[src/rtl/sp_pkg.sv]
package sp_pkg;
   typedef enum logic [1:0] {
      SP_SYNC8   = 2'd0,
      SP_ASYNC10 = 2'd1,
      SP_ASYNC11 = 2'd2,
      SP_RSVD    = 2'd3
   } sp_mode_e;

   typedef enum logic [1:0] {
      RX_IDLE  = 2'd0,
      RX_HUNT  = 2'd1,
      RX_START = 2'd2,
      RX_DATA  = 2'd3
   } sp_rx_st_e;
endpackage

[src/rtl/sp_tick.sv]
module sp_tick
   import sp_pkg::*;
(
   input  logic     clk,
   input  logic     rst_n,
   input  sp_mode_e mode,
   input  logic     rate_half,
   input  logic     baud_tick,
   output logic     os_tick
);
   logic div_q;

   always_ff @(posedge clk or negedge rst_n) begin
      if (!rst_n) div_q <= 1'b0;
      else        div_q <= ~div_q;
   end

   always_comb begin
      case (mode)
         SP_ASYNC11: os_tick = rate_half ? 1'b1 : div_q;
         SP_SYNC8:   os_tick = 1'b0;
         default:    os_tick = baud_tick;
      endcase
   end
endmodule

[src/rtl/sp_async_tx.sv]
module sp_async_tx #(
   parameter int OSR    = 16,
   parameter int DATA_W = 8
) (
   input  logic              clk,
   input  logic              rst_n,
   input  logic              os_tick,
   input  logic              ninth_en,
   input  logic              load,
   input  logic [DATA_W-1:0] data,
   input  logic              bit9,
   output logic              line_o,
   output logic              done_o
);
   localparam int FW = DATA_W + 3;
   localparam int CW = $clog2(OSR);
   localparam int IW = $clog2(FW + 1);

   logic [FW-1:0] frame_q;
   logic [IW-1:0] idx_q, last_q;
   logic [CW-1:0] cnt_q;
   logic          busy_q;

   always_ff @(posedge clk or negedge rst_n) begin
      if (!rst_n) begin
         frame_q <= '1;
         idx_q   <= '0;
         last_q  <= '0;
         cnt_q   <= '0;
         busy_q  <= 1'b0;
         done_o  <= 1'b0;
      end else begin
         done_o <= 1'b0;
         if (!busy_q) begin
            if (load) begin
               frame_q <= ninth_en ? {1'b1, bit9, data, 1'b0} : {2'b11, data, 1'b0};
               last_q  <= ninth_en ? IW'(FW - 1) : IW'(FW - 2);
               idx_q   <= '0;
               cnt_q   <= '0;
               busy_q  <= 1'b1;
            end
         end else if (os_tick) begin
            if (cnt_q == CW'(OSR - 1)) begin
               cnt_q <= '0;
               if (idx_q == last_q) begin
                  busy_q <= 1'b0;
               end else begin
                  idx_q <= idx_q + 1'b1;
                  if (idx_q + 1'b1 == last_q) done_o <= 1'b1;
               end
            end else begin
               cnt_q <= cnt_q + 1'b1;
            end
         end
      end
   end

   assign line_o = busy_q ? frame_q[idx_q] : 1'b1;

   AST_DONE_ON_STOP: assert property (@(posedge clk) disable iff (!rst_n)
      done_o |-> line_o);
   AST_START_LOW: assert property (@(posedge clk) disable iff (!rst_n)
      (load && !busy_q) |=> !line_o);
endmodule

[src/rtl/sp_async_rx.sv]
module sp_async_rx
   import sp_pkg::*;
#(
   parameter int OSR    = 16,
   parameter int DATA_W = 8
) (
   input  logic              clk,
   input  logic              rst_n,
   input  logic              os_tick,
   input  logic              enable,
   input  logic              ninth_en,
   input  logic              line,
   output logic              done_o,
   output logic [DATA_W-1:0] data_o,
   output logic              bit9_o,
   output logic              ferr_o
);
   localparam int CW = $clog2(OSR);
   localparam int IW = $clog2(DATA_W + 2);

   sp_rx_st_e         st_q;
   logic [CW-1:0]     cnt_q;
   logic [IW-1:0]     idx_q;
   logic [DATA_W:0]   sh_q;
   logic [IW-1:0]     last_w;

   assign last_w = ninth_en ? IW'(DATA_W + 1) : IW'(DATA_W);

   always_ff @(posedge clk or negedge rst_n) begin
      if (!rst_n) begin
         st_q   <= RX_IDLE;
         cnt_q  <= '0;
         idx_q  <= '0;
         sh_q   <= '0;
         done_o <= 1'b0;
         data_o <= '0;
         bit9_o <= 1'b0;
         ferr_o <= 1'b0;
      end else begin
         done_o <= 1'b0;
         if (!enable) begin
            st_q <= RX_IDLE;
         end else begin
            case (st_q)
               RX_IDLE: if (line) st_q <= RX_HUNT;
               RX_HUNT: if (os_tick && !line) begin
                  st_q  <= RX_START;
                  cnt_q <= '0;
               end
               RX_START: if (os_tick) begin
                  if (line) begin
                     st_q <= RX_HUNT;
                  end else if (cnt_q == CW'(OSR / 2 - 1)) begin
                     st_q  <= RX_DATA;
                     cnt_q <= '0;
                     idx_q <= '0;
                  end else begin
                     cnt_q <= cnt_q + 1'b1;
                  end
               end
               default: if (os_tick) begin
                  if (cnt_q == CW'(OSR - 1)) begin
                     cnt_q <= '0;
                     if (idx_q == last_w) begin
                        done_o <= 1'b1;
                        st_q   <= RX_IDLE;
                        data_o <= sh_q[DATA_W-1:0];
                        bit9_o <= ninth_en ? sh_q[DATA_W] : line;
                        ferr_o <= ~line;
                     end else begin
                        sh_q[idx_q] <= line;
                        idx_q       <= idx_q + 1'b1;
                     end
                  end else begin
                     cnt_q <= cnt_q + 1'b1;
                  end
               end
            endcase
         end
      end
   end

   AST_START_FROM_HUNT: assert property (@(posedge clk) disable iff (!rst_n)
      (st_q == RX_START) |-> ($past(st_q) == RX_HUNT || $past(st_q) == RX_START));
endmodule

[src/rtl/sp_sync.sv]
module sp_sync #(
   parameter int DATA_W = 8,
   parameter int HALF   = 8
) (
   input  logic              clk,
   input  logic              rst_n,
   input  logic              tx_go,
   input  logic              rx_go,
   input  logic [DATA_W-1:0] data,
   input  logic              din,
   output logic              sclk_o,
   output logic              dout_o,
   output logic              doe_o,
   output logic              tx_done_o,
   output logic              rx_done_o,
   output logic [DATA_W-1:0] rx_data_o
);
   localparam int PW = $clog2(2 * HALF);
   localparam int IW = $clog2(DATA_W);

   logic [PW-1:0]     ph_q;
   logic [IW-1:0]     idx_q;
   logic [DATA_W-1:0] sh_q;
   logic              is_tx_q, busy_q;

   always_ff @(posedge clk or negedge rst_n) begin
      if (!rst_n) begin
         ph_q      <= '0;
         idx_q     <= '0;
         sh_q      <= '0;
         is_tx_q   <= 1'b0;
         busy_q    <= 1'b0;
         tx_done_o <= 1'b0;
         rx_done_o <= 1'b0;
      end else begin
         tx_done_o <= 1'b0;
         rx_done_o <= 1'b0;
         if (!busy_q) begin
            if (tx_go || rx_go) begin
               busy_q  <= 1'b1;
               is_tx_q <= tx_go;
               sh_q    <= tx_go ? data : '0;
               ph_q    <= '0;
               idx_q   <= '0;
            end
         end else begin
            ph_q <= ph_q + 1'b1;
            if (ph_q == PW'(HALF - 1) && !is_tx_q)
               sh_q <= {din, sh_q[DATA_W-1:1]};
            if (ph_q == PW'(2 * HALF - 1)) begin
               ph_q <= '0;
               if (is_tx_q) sh_q <= sh_q >> 1;
               if (idx_q == IW'(DATA_W - 1)) begin
                  busy_q    <= 1'b0;
                  tx_done_o <= is_tx_q;
                  rx_done_o <= ~is_tx_q;
               end else begin
                  idx_q <= idx_q + 1'b1;
               end
            end
         end
      end
   end

   assign sclk_o    = busy_q ? (ph_q >= PW'(HALF)) : 1'b1;
   assign dout_o    = (busy_q && is_tx_q) ? sh_q[0] : 1'b1;
   assign doe_o     = busy_q & is_tx_q;
   assign rx_data_o = sh_q;

   AST_DATA_ON_FALL: assert property (@(posedge clk) disable iff (!rst_n)
      (busy_q && !$stable(dout_o)) |-> !sclk_o);
endmodule

[src/rtl/serial_port_multi.sv]
module serial_port_multi
   import sp_pkg::*;
#(
   parameter int DATA_W      = 8,
   parameter int OSR         = 16,
   parameter int SYNC_HALF   = 8,
   parameter int SYNC_STAGES = 2
) (
   input  logic              clk,
   input  logic              rst_n,
   input  logic [1:0]        mode_sel,
   input  logic              rate_half,
   input  logic              baud_tick,
   input  logic              tx_load,
   input  logic [DATA_W-1:0] tx_byte,
   input  logic              tx_bit9,
   input  logic              rx_en,
   input  logic              clr_tx,
   input  logic              clr_rx,
   input  logic              dat_pin_i,
   output logic              dat_pin_o,
   output logic              dat_pin_oe,
   output logic              clk_tx_pin_o,
   output logic              tx_done,
   output logic              rx_done,
   output logic [DATA_W-1:0] rx_byte,
   output logic              rx_bit9,
   output logic              frame_err
);
   if (OSR < 4 || (OSR & (OSR - 1)) != 0) begin : g_bad_osr
      $error("OSR must be a power of two of at least 4");
   end
   if (DATA_W < 2) begin : g_bad_dw
      $error("DATA_W must be at least 2");
   end
   if (SYNC_HALF < 1) begin : g_bad_half
      $error("SYNC_HALF must be at least 1");
   end

   sp_mode_e mode_e;
   assign mode_e = sp_mode_e'(mode_sel);

   logic din_s;
   if (SYNC_STAGES == 0) begin : g_nosync
      assign din_s = dat_pin_i;
   end else begin : g_sync
      logic [SYNC_STAGES-1:0] sq;
      always_ff @(posedge clk or negedge rst_n) begin
         if (!rst_n) sq <= '1;
         else begin
            sq[0] <= dat_pin_i;
            for (int i = 1; i < SYNC_STAGES; i++) sq[i] <= sq[i-1];
         end
      end
      assign din_s = sq[SYNC_STAGES-1];
   end

   logic is_sync, ninth_en, os_tick;
   assign is_sync  = (mode_e == SP_SYNC8);
   assign ninth_en = (mode_e == SP_ASYNC11);

   logic s_sclk, s_dout, s_doe, s_txd, s_rxd;
   logic [DATA_W-1:0] s_data;
   logic a_line, a_txd, a_rxd, a_b9, a_ferr;
   logic [DATA_W-1:0] a_data;

   sp_tick u_tick (
      .clk(clk), .rst_n(rst_n), .mode(mode_e), .rate_half(rate_half),
      .baud_tick(baud_tick), .os_tick(os_tick)
   );

   sp_sync #(.DATA_W(DATA_W), .HALF(SYNC_HALF)) u_sync (
      .clk(clk), .rst_n(rst_n),
      .tx_go(tx_load & is_sync),
      .rx_go(rx_en & ~rx_done & ~tx_load & is_sync),
      .data(tx_byte), .din(din_s),
      .sclk_o(s_sclk), .dout_o(s_dout), .doe_o(s_doe),
      .tx_done_o(s_txd), .rx_done_o(s_rxd), .rx_data_o(s_data)
   );

   sp_async_tx #(.OSR(OSR), .DATA_W(DATA_W)) u_atx (
      .clk(clk), .rst_n(rst_n), .os_tick(os_tick), .ninth_en(ninth_en),
      .load(tx_load & ~is_sync), .data(tx_byte), .bit9(tx_bit9),
      .line_o(a_line), .done_o(a_txd)
   );

   sp_async_rx #(.OSR(OSR), .DATA_W(DATA_W)) u_arx (
      .clk(clk), .rst_n(rst_n), .os_tick(os_tick),
      .enable(rx_en & ~is_sync), .ninth_en(ninth_en), .line(din_s),
      .done_o(a_rxd), .data_o(a_data), .bit9_o(a_b9), .ferr_o(a_ferr)
   );

   always_ff @(posedge clk or negedge rst_n) begin
      if (!rst_n) begin
         tx_done   <= 1'b0;
         rx_done   <= 1'b0;
         rx_byte   <= '0;
         rx_bit9   <= 1'b0;
         frame_err <= 1'b0;
      end else begin
         if (s_txd || a_txd) tx_done <= 1'b1;
         else if (clr_tx)    tx_done <= 1'b0;

         if (s_rxd) begin
            rx_done <= 1'b1;
            rx_byte <= s_data;
         end else if (a_rxd) begin
            rx_done   <= 1'b1;
            rx_byte   <= a_data;
            rx_bit9   <= a_b9;
            frame_err <= frame_err | a_ferr;
         end else if (clr_rx) begin
            rx_done   <= 1'b0;
            frame_err <= 1'b0;
         end
      end
   end

   assign dat_pin_o    = is_sync ? s_dout : 1'b1;
   assign dat_pin_oe   = is_sync & s_doe;
   assign clk_tx_pin_o = is_sync ? s_sclk : a_line;

   AST_TXDONE_HOLD: assert property (@(posedge clk) disable iff (!rst_n)
      (tx_done && !clr_tx) |=> tx_done);
   AST_RXDONE_HOLD: assert property (@(posedge clk) disable iff (!rst_n)
      (rx_done && !clr_rx) |=> rx_done);
   AST_FERR_WITH_DONE: assert property (@(posedge clk) disable iff (!rst_n)
      frame_err |-> rx_done);
   AST_OE_SYNC_ONLY: assert property (@(posedge clk) disable iff (!rst_n)
      dat_pin_oe |-> (mode_sel == 2'd0));
endmodule

[config.mk]
export PLATFORM = sky130hd
export DESIGN_NAME = serial_port_multi
export DESIGN_NICKNAME = d
export VERILOG_FILES = /design/src/rtl/sp_pkg.sv /design/src/rtl/sp_tick.sv /design/src/rtl/sp_async_tx.sv /design/src/rtl/sp_async_rx.sv /design/src/rtl/sp_sync.sv /design/src/rtl/serial_port_multi.sv
export SDC_FILE = /design/constraint.sdc
export NUM_CORES = 1
export LEC_CHECK = 0
export BUFFER_PORTS_ARGS = -buffer_cell sky130_fd_sc_hd__clkbuf_2
export CAP_MARGIN = 20
export CORE_MARGIN = 2
export CORE_UTILIZATION = 60
export CTS_CLUSTER_DIAMETER = 60
export DETAILED_ROUTE_END_ITERATION = 6
export PLACE_DENSITY = 0.87
export RECOVER_POWER = 50
export SLEW_MARGIN = 20
export SYNTH_ARGS = -nofsm -noshare
export SYNTH_HDL_FRONTEND = slang
export SYNTH_HIERARCHICAL = 1
export SYNTH_SLANG_ARGS = --single-unit
[constraint.sdc]
create_clock -name clk -period 4.1 [get_ports clk]
set_input_delay 0.82 -clock clk [delete_from_list [all_inputs] [get_ports clk]]
set_output_delay 0.82 -clock clk [all_outputs]
set_load 0.01 [all_outputs]
==> summary.txt, run 1 <==
Placed design
  – Worst slack, placed: 1.12 ns
  – Post-DP Area: 0.00482 sq mm
  – Dpl cells: 572
  – HPWL after DPL: 6.95 mm
  – Port Buf Inserts: 34
  – RD Place Congestion: 0.910

Setup path
  – R2R Path Start: u_tick/div_q$_DFF_PN0_
  – Buf+Inv Stages, Crit Path: 1
  – CP max-delay cell: dfrtp_1
  – Startpoint Class: flop
  – CP peak stage delay: 0.58 ns
  – Worst Path Required: 3.28 ns
  – Crit path max-delay family: multiplexers
  – CP Capture Type: primary output
  – Setup CP Type: reg2out
  – Origin of the worst setup path: u_atx/idx_q[1]$_DFFE_PN0P_
  – Critical path, cell by cell: mux4_2 -> o211ai_1 -> nand3_1 -> mux2_2 -> clkbuf_2
  – Worst Path Max Fanout: 9
  – Worst EP arrival: 2.26 ns

Timing
  – Achievable Freq: 325 MHz
  – Fin worst setup slack: 1.02 ns
  – Crit share post-route: 75.0%
  – Final hold vios: 0
  – Fin. max-slew vios: 0
  – Slew @ Worst Pin: 1.49 ns
  – Final setup viols: 0
  – Clock Skews: 0.00617 ns
  – Max-slew headroom: 0.582%
  – Minimum clock period: 3.08 ns
  – Setup TNS: 0 ns
  – RSZ-0062 raised after global routing: false
  – Hold Slack: 0.360 ns

CTS
  – Total clock sinks: 87
  – Worst-Skew Late Latency: 0.35 ns
  – Maximum clock path buffer count: 2
  – CTS tree: built
  – Total CTS buffers: 9
  – Post-CTS Resized: 0
  – H-tree Lvls: 3
  – Post-CTS Repair Setup Buffers: 0
  – Hold_buf cts: 0
  – Clk slew on worst S/H paths: 0.08 ns
  – Root Driver: clkbuf_8

Layout
  – Post-layout util: 65.5%
  – Nets: 516
  – Finished Layout Cells: 588
  – N_diodes: 0
  – Area growth syn-to-layout: 7.20%
  – Reg area: 0.00219 sq mm
  – Fill cells: 585
  – Share of layout cells above drive strength 1: 20.0%
  – Final Cell Area: 0.00501 sq mm
  – Multi-input logic area: 0.00225 sq mm

Floorplanning
  – DIE HEIGHT: 92.3 um
  – IO Pins: 35
  – Initial core utilization: 61.1%
  – Standard-cell rows: 32
  – Die ar.: 0.00851 sq mm
  – Core area: 0.00765 sq mm
  – Chip width: 92.3 um

GRT
  – Total gr overflow: 0
  – Largest net degree at the start of global routing: 60
  – Initial antenna violation count: 0
  – All-Layer GR Usage: 24.6%
  – First-pass GRT wire length: 16.6 mm
  – Vias in the first global route: 3501

Synthesis
  – Warnings from Yosys: 6
  – Mapped Area: 0.00467 sq mm
  – Synth Area per Inst: 10.2 sq um
  – Ys async rst share: 100%
  – #FFs+latches synth: 87
  – Number of flops mapped to enable cells by yosys: 0
  – Syn_nets: 493
  – Main flop type after synthesis: dfrtp_1
  – Distinct cells, synth: 59
  – Synth Instances: 458
  – Sequential area share after synthesis: 46.9%

Hold path
  – Hold_sp: g_sync.sq[0]$_DFF_PN1_
  – Min-Delay Path Class: reg2reg

Pwr
  – Clock power share: 23.4%
  – Pwr/cell area: 493 mW/mm^2
  – Worst vdd ir: 0.000174 V
  – Net Switching: 0.853 mW
  – Leak Pwr: 2.26 nW
  – Int Pwr: 1.62 mW
  – Sw frac: 34.5%
  – Reg power frac: 48.2%
  – Combinational power share: 28.4%
  – Power Total: 2.47 mW

Detailed routing
  – Antenna Nets Post-Route: 0
  – Wirelength per Cell: 16.5 um
  – Avg Vias per Cell: 5.99
  – Drt pass-1 iters: 5
  – Vias: 3520
  – Drt drc: 0
  – Routed wire length: 9.73 mm
  – Initial DRC Count: 327

Outcome
  – Failing checks: capacitance limit
  – Outcome: finished with violations

Flow run
  – MaxCap Viol Count: 1
## synth_stat cells, types with 8 or more instances
cell	n	area, sq um
nor2_1	18	67.6
dfstp_2	12	315
nand3_1	15	75.1
o21ai_1	10	50.1
xnor2_1	8	70.1
o211ai_1	13	97.6
a21oi_1	10	50.1
inv_1	19	71.3
nand2_1	78	293
dfrtp_1	75	1880
o21ai_0	12	60.1
mux2i_1	18	180
ha_1	15	188
nand2b_1	12	75.1
mux2_2	21	236
## power by group through the flow
stage | clock network, mW | registers (mW) | logic [mW]
after floorplan | 0 | 1.11 | 0.621
after global placement | 0 | 1.19 | 0.650
after detailed placement | 0 | 1.20 | 0.691
after CTS | 0.597 | 1.18 | 0.698
after global routing | 0.631 | 1.21 | 0.782
final | 0.578 | 1.19 | 0.702
## logic make-up after synthesis
family	synth area share, %
flops	46.9
mux	9.88
fa+ha+maj	4.02
compound gates	12.2
buf+inv	4.90
simple gates	19.2
xor+xnor	2.92
## area by class of cell
class / count / area share (%)
clock buffers: 11 / 2.62
inverters: 19 / 1.42
clock inverters: 5 / 1.17
multi-input cells: 329 / 45.0
flip-flops and latches: 87 / 43.8
repair buffers: 35 / 3.52
well taps: 102 / 2.55
## flip-flops by register name (all words and copies together) (netlist names), 2 cells and up
register          cells
u_arx/st_q            2
u_arx/cnt_q           4
rx_byte               8
u_arx/sh_q            9
g_sync.sq             2
u_sync/rx_data_o      8
u_atx/cnt_q           4
u_arx/idx_q           4
u_atx/idx_q           4
u_atx/last_q          3
u_sync/ph_q           4
u_sync/idx_q          3
u_atx/frame_q        10
u_arx/data_o          8
## cell usage in the layout (no fill, tap or decap), types with 4 or more instances in the layout
master and instances:
dfstp_2 12, xnor2_1 8, and3_1 4, nand3_1 15, inv_1 19, ha_1 15
clkbuf_2 33, a22oi_1 7, a22o_1 5, nor3b_1 5, o211ai_1 13, nor2_1 18
a31oi_1 7, a21oi_1 10, a21o_1 4, mux2_2 21, nand2b_1 12, nand2_1 78
and2_1 5, nor2b_1 7, mux2i_1 18, nand4_1 7, dfrtp_1 75, clkbuf_8 9
o21ai_0 19
## metal layers
metal / track usage [%] / share of wire, % / up-vias
li1: - / - / 1645
met1: 33.6 / 45 / 1743
met2: 39.9 / 49 / 114
met3: 3.45 / 4.6 / 18
met4: 10.2 / 2.0 / 0
met5: 0 / 0 / -
## worst reg2reg max path, cell delays in order, from the launching register on
cell and delay, ns:
dfrtp_1 0.36, o21ai_1 0.08, o21ai_1 0.55, nand3_1 0.27, nor2_1 0.19, nand4_1 0.47, mux2_2 0.46
## final timing paths
path | cells after the start | endpoint | slack, ns
max | 5 | clk_tx_pin_o | 1.02
min | 0 | g_sync.sq[1]$_DFF_PN1_ | 0.36
max reg2reg | 6 | u_arx/data_o[0]$_DFFE_PN0P_ | 1.60
min reg2reg | 0 | g_sync.sq[1]$_DFF_PN1_ | 0.36
max in group asynchronous | 2 | u_arx/data_o[4]$_DFFE_PN0P_ | 1.74
min in group asynchronous | 1 | tx_done$_DFFE_PN0P_ | 0.53
Note: power is estimated with default switching activity, not from simulation.
==> run 2: changes to the inputs <==
Settings changed: CORE_UTILIZATION 60 to 54, PLACE_DENSITY 0.87 to 0.83.
Clock period 4.1 ns to 2.8 ns, I/O delays scaled along.
==> run 2 against run 1 <==
Net effect: the flow now finishes without violations; global-route usage shrank 3.0 points; wire length up 0.66%; critical path depth stayed put; first-iteration DRC count fell by 37%; sequential power grew 46%; clock-buffer cell count is 1 lower; highest routed layer unchanged.
==> summary.txt, run 2 (synthesized netlist as in run 1, its figures left out) <==
Outcome
  – Outcome: complete, no violations

Pwr
  – Leak Pwr: 2.27 nW
  – Pwr/cell area: 709 mW/mm^2
  – Worst vdd ir: 0.000527 V

Timing
  – Slew @ Worst Pin: 0.777 ns
  – Minimum clock period: 2.59 ns
  – Final setup viols: 0
  – RSZ-0062 raised after global routing: false
  – Final hold vios: 0
  – Max-slew headroom: 48.0%
  – Crit share post-route: 92.4%
  – Fin. max-slew vios: 0
  – Setup TNS: 0 ns
  – Clock Skews: 0.0138 ns
  – Achievable Freq: 387 MHz

Setup path
  – Worst EP arrival: 2.03 ns
  – Reg2reg path depth: 6
  – CP peak stage delay: 0.53 ns
  – Worst Path Max Fanout: 9
  – Worst Path Required: 2.24 ns
  – Buf+Inv Stages, Crit Path: 1
  – Critical path, cell by cell: mux4_2 -> o211ai_1 -> nand3_1 -> mux2_2 -> clkbuf_2
  – Reg2reg end: u_arx/idx_q[0]$_DFFE_PN0P_
  – R2R Path Start: u_arx/st_q[0]$_DFFE_PN0P_
  – Setup CP Type: reg2out
  – CP Capture Type: primary output
  – Crit path max-delay family: multiplexers
  – CP max-delay cell: mux4_2
  – Startpoint Class: flop
  – Worst R2R Setup Slack: 0.64 ns

CTS
  – Total CTS buffers: 9
  – CTS tree: built
  – Total clock sinks: 87
  – Root Driver: clkbuf_8
  – Worst-Skew Late Latency: 0.36 ns
  – Maximum clock path buffer count: 2
  – Hold_buf cts: 0
  – H-tree Lvls: 3
  – Clk slew on worst S/H paths: 0.10 ns

Layout
  – Biggest register: u_atx/frame_q
  – Fill cells: 675
  – N_diodes: 0
  – Nets: 519
  – Most frequent cells in the layout: 78 x nand2_1, 74 x dfrtp_1, 33 x clkbuf_2, 21 x mux2_2, 19 x inv_1
  – Post-layout util: 60.8%
  – Share of layout cells above drive strength 1: 21.1%
  – Commonest non-fill, non-tap cell in the layout: nand2_1
  – Top flop regs: u_atx/frame_q (10), u_arx/sh_q (9)
  – Area growth syn-to-layout: 7.90%
  – Max reg flops: 10

GRT
  – First-pass GRT wire length: 16.6 mm
  – Vias in the first global route: 3339
  – Total gr overflow: 0
  – Initial antenna violation count: 0
  – Largest net degree at the start of global routing: 88
  – All-Layer GR Usage: 21.6%

Detailed routing
  – Met3 wire len: 559 um
  – Routed wire length: 9.80 mm
  – Top sig layer: met4
  – Initial DRC Count: 206
  – Vias: 3489
  – Drt drc: 0
  – Avg Vias per Cell: 5.87
  – Antenna Nets Post-Route: 0
  – Wirelength per Cell: 16.5 um
  – Met1 WL: 4.40 mm
  – Drt pass-1 iters: 5
  – Detailed-routed wire length on met2: 4.73 mm

Floorplanning
  – Chip width: 97.0 um
  – Die ar.: 0.00941 sq mm
  – IO Pins: 35
  – Core area: 0.00830 sq mm
  – DIE HEIGHT: 97.0 um
  – Initial core utilization: 56.3%
  – Standard-cell rows: 33

Placed design
  – RD Place Congestion: 0.889
  – Port Buf Inserts: 34
  – HPWL after DPL: 6.80 mm

Flow run
  – MaxCap Viol Count: 0

Hold path
  – Min-Delay Path Class: in2async
-- run 2: area by class of cell --
class,instances,area (sq um),share of cell area (%)
clock buffers,10,138,2.73
clock inverters,6,45.0,0.893
inverters,19,71.3,1.41
multi-input cells,329,2250,44.7
flip-flops and latches,87,2190,43.5
well taps,105,131,2.61
repair buffers,38,211,4.19
-- run 2: worst register-to-register path, delay by kind of cell, from the launching register on --
kind            cells  cell delay, ns
fa+ha+maj           1            0.37
simple gates        1            0.15
compound gates      2            0.61
flops               1            0.46
buf+inv             1            0.09
mux                 1            0.35
-- run 2: report_power, final --
| group | internal (mW) | switching [mW] | leakage (nW) | total [mW] |
|---|---|---|---|---|
| Combinational | 0.484 | 0.533 | 1.08 | 1.02 |
| Sequential | 1.47 | 0.268 | 1.11 | 1.74 |
| Clock | 0.350 | 0.469 | 0.0849 | 0.818 |
| Total | 2.31 | 1.27 | 2.27 | 3.58 |
-- run 2: layer usage --
metal | up-vias | global-route usage (%)
met3 | 14 | 5.42
met1 | 1724 | 29.9
met5 | - | 0
met2 | 104 | 34.4
met4 | 0 | 5.42
li1 | 1647 | -
-- run 2: stage by stage --
stage / instance area [sq um] / total power [mW] / hold WS [ns] / instances / setup WS, ns
after CTS: 5040 / 3.59 / 0.235 / 594 / 0.0903
final: 5040 / 3.58 / 0.257 / 594 / 0.214
after global routing: 5040 / 3.81 / 0.262 / 594 / 0.118
after detailed placement: 4860 / 2.76 / 0.351 / 578 / 0.426
after global placement: 4860 / 2.70 / 0.347 / 578 / 0.506
after floorplan: 4670 / 2.54 / 0.264 / 458 / 0.748
-- run 2: what timing repair did --
action	in CTS	in global routing
buffers inserted	0	0
gates resized for setup	0	1
hold endpoints to repair	0	0
endpoints found under the setup margin	0	1
-- run 2: how the worst max path moves through the flow --
stage	from	endpoint	cells after the start
4_1_cts	u_atx/idx_q[1]$_DFFE_PN0P_	clk_tx_pin_o	5
5_1_grt	u_atx/idx_q[1]$_DFFE_PN0P_	clk_tx_pin_o	5
2_1_floorplan	u_atx/idx_q[1]$_DFFE_PN0P_	clk_tx_pin_o	5
6_report	u_atx/idx_q[1]$_DFFE_PN0P_	clk_tx_pin_o	5
3_3_place_gp	u_atx/idx_q[1]$_DFFE_PN0P_	clk_tx_pin_o	5
3_5_place_dp	mode_sel[1]	u_arx/idx_q[0]$_DFFE_PN0P_	6
==> run 3: changes to the inputs <==
Settings changed: ABC_AREA from default to 1, CORE_UTILIZATION 54 to 60, PLACE_DENSITY 0.83 to 0.87.
Clock period 2.8 ns to 3 ns, I/O delays scaled along.
==> run 3 against run 2 <==
Net effect: global-route usage rose by 4.7 points; register-to-register slack better by 0.53 ns; largest cell class is now sequential cells; core utilization increased by 6.5 points; wire length grew 6.6%; the flow now finishes with violations (capacitance limit, slew limit); worst hold slack improved by 0.043 ns; sequential share of layout area is 0.87 points lower; via count is 16% higher; clock skew is 0.00055 ns higher.
==> summary.txt, run 3 <==
GRT
  – Total gr overflow: 0
  – Vias in the first global route: 3820
  – First-pass GRT wire length: 17.7 mm
  – All-Layer GR Usage: 26.3%
  – Largest net degree at the start of global routing: 86
  – Initial antenna violation count: 0

Synthesis
  – #FFs+latches synth: 87
  – Area contributors post-synth: dfrtp_1 40%, nand2_1 14%, nand3_1 9.4%
  – Share of the synthesized area in the top cell type: 40.0%
  – Syn_nets: 629
  – Main flop type after synthesis: dfrtp_1
  – Warnings from Yosys: 6
  – Sequential area share after synthesis: 46.7%
  – Most frequent cells after synthesis: 180 x nand2_1, 88 x nand3_1, 75 x dfrtp_1
  – Number of flops mapped to enable cells by yosys: 0
  – Mapped Area: 0.00470 sq mm
  – Ys async rst share: 100%
  – Most frequently used cell type in the post-synthesis netlist: nand2_1
  – Synth Area per Inst: 7.91 sq um
  – Synth Instances: 594
  – Cell accounting for the most synthesized area: dfrtp_1
  – Distinct cells, synth: 35

Timing
  – Slew @ Worst Pin: 2.04 ns
  – Minimum clock period: 2.38 ns
  – Fin worst setup slack: 0.617 ns
  – Fin. max-slew vios: 86
  – RSZ-0062 raised after global routing: false
  – Final hold vios: 0
  – Final setup viols: 0
  – Crit share post-route: 79.4%
  – Clock Skews: 0.0143 ns
  – Setup TNS: 0 ns
  – Max-slew headroom: -35.9%
  – Achievable Freq: 420 MHz

Layout
  – Final Cell Area: 0.00514 sq mm
  – Top flop regs: u_atx/frame_q (10), u_arx/sh_q (9)
  – Share of layout cells above drive strength 1: 16.7%
  – Area growth syn-to-layout: 9.51%
  – Biggest register: u_atx/frame_q
  – Nets: 665
  – Commonest non-fill, non-tap cell in the layout: nand2_1
  – N_diodes: 0
  – Most frequent cells in the layout: 180 x nand2_1, 88 x nand3_1, 75 x dfrtp_1, 62 x inv_1, 46 x nor2_1
  – Max reg flops: 10

Floorplanning
  – Initial core utilization: 61.4%
  – Core area: 0.00765 sq mm
  – Standard-cell rows: 32
  – DIE HEIGHT: 92.5 um
  – IO Pins: 35
  – Chip width: 92.5 um
  – Die ar.: 0.00855 sq mm

Detailed routing
  – Drt drc: 0
  – Wirelength per Cell: 14.2 um
  – Initial DRC Count: 236
  – Avg Vias per Cell: 5.50
  – Vias: 4052
  – Antenna Nets Post-Route: 0
  – Drt pass-1 iters: 5
  – Routed wire length: 10.4 mm

CTS
  – Total CTS buffers: 9
  – Root Driver: clkbuf_8
  – H-tree Lvls: 3
  – Post-CTS Repair Setup Buffers: 0
  – Hold_buf cts: 0
  – Worst-Skew Late Latency: 0.37 ns
  – Clk slew on worst S/H paths: 0.10 ns
  – CTS tree: built
  – Post-CTS Resized: 0
  – Maximum clock path buffer count: 2
  – Total clock sinks: 87

Setup path
  – CP Capture Type: primary output
  – Worst EP arrival: 1.78 ns
  – Worst R2R Setup Slack: 1.17 ns
  – Worst Path Required: 2.40 ns
  – Startpoint Class: flop
  – Worst Path Max Fanout: 13
  – Setup CP Type: reg2out

Flow run
  – MaxCap Viol Count: 1

Placed design
  – RD Place Congestion: 0.907
  – HPWL after DPL: 7.45 mm
  – Post-DP Area: 0.00492 sq mm
  – Port Buf Inserts: 34
  – Worst slack, placed: 0.913 ns

Pwr
  – Pwr/cell area: 599 mW/mm^2
  – Leak Pwr: 2.68 nW
  – Power Total: 3.08 mW
  – Worst vdd ir: 0.000436 V

Hold path
  – Min-Delay Path Class: in2reg

Outcome
  – Failing checks: capacitance limit, slew limit
  – Outcome: finished with violations
[run 3: cell count changes after synthesis, sizes merged, moves of 12 or more]
cell	previous run	this run
inv	19	74
mux2	23	0
mux2i	18	0
nand2	78	196
nand2b	12	0
nand3	15	91
nor2	20	55
o211ai	13	0
o21ai	22	39
[run 3: final cells by class]
class	count	area, sq um
Multi-Input combinational cell	422	2130
Clock inverter	7	111
Tap cell	102	128
Fill cell	596	2500
Clock buffer	9	124
Timing Repair Buffer	36	181
Sequential cell	87	2190
Inverter	74	278
[run 3: logic make-up after synthesis]
logic type,synth area share (%)
buffers and inverters,7.78
XOR/XNOR,0.560
adder cells (fa/ha/maj),4.00
AND/OR/NAND/NOR,34.8
flip-flops,46.7
AO/OA/AOI/OAI,6.21
[run 3: through the flow]
step | instances | utilization [%] | hold slack, ns
6_report | 737 | 67.2 | 0.300
5_1_grt | 737 | 67.2 | 0.293
4_1_cts | 737 | 67.5 | 0.289
3_5_place_dp | 721 | 64.4 | 0.347
3_3_place_gp | 721 | 64.4 | 0.349
2_1_floorplan | 594 | - | 0.304
[run 3: final timing paths]
path,start,to,depth (start not counted)
min in group asynchronous,rst_n,tx_done$_DFFE_PN0P_,1
max in group asynchronous,rst_n,u_arx/cnt_q[2]$_DFFE_PN0P_,1
worst max-delay path,u_atx/idx_q[0]$_DFFE_PN0P_,clk_tx_pin_o,9
worst min register to register,g_sync.sq[0]$_DFF_PN1_,g_sync.sq[1]$_DFF_PN1_,0
worst max register to register,u_arx/st_q[0]$_DFFE_PN0P_,u_arx/cnt_q[0]$_DFFE_PN0P_,9
worst min-delay path,dat_pin_i,g_sync.sq[0]$_DFF_PN1_,1
[run 3: routing by layer]
| metal | up-vias | wire [um] | track usage (%) |
|---|---|---|---|
| li1 | 1970 | - | - |
| met1 | 1929 | 4680 | 36.2 |
| met2 | 131 | 5010 | 41.6 |
| met3 | 22 | 500 | 3.50 |
| met4 | 0 | 245 | 12.3 |
| met5 | - | 0 | 0 |
[run 3: critical path, cell delays in order, from the launching register on]
cell,delay [ns]
dfrtp_1,0.63
inv_2,0.13
nand2_1,0.09
nand3_1,0.06
nand3_1,0.10
nand3_1,0.10
nand2_1,0.07
nand2_1,0.05
nand2_1,0.06
clkbuf_2,0.14
[run 3: report_power, final]
| part | leakage, nW | switching (mW) | internal (mW) |
|---|---|---|---|
| clock network | 0.118 | 0.476 | 0.488 |
| registers | 1.10 | 0.136 | 1.30 |
| logic | 1.46 | 0.440 | 0.242 |
| total | 2.68 | 1.05 | 2.03 |
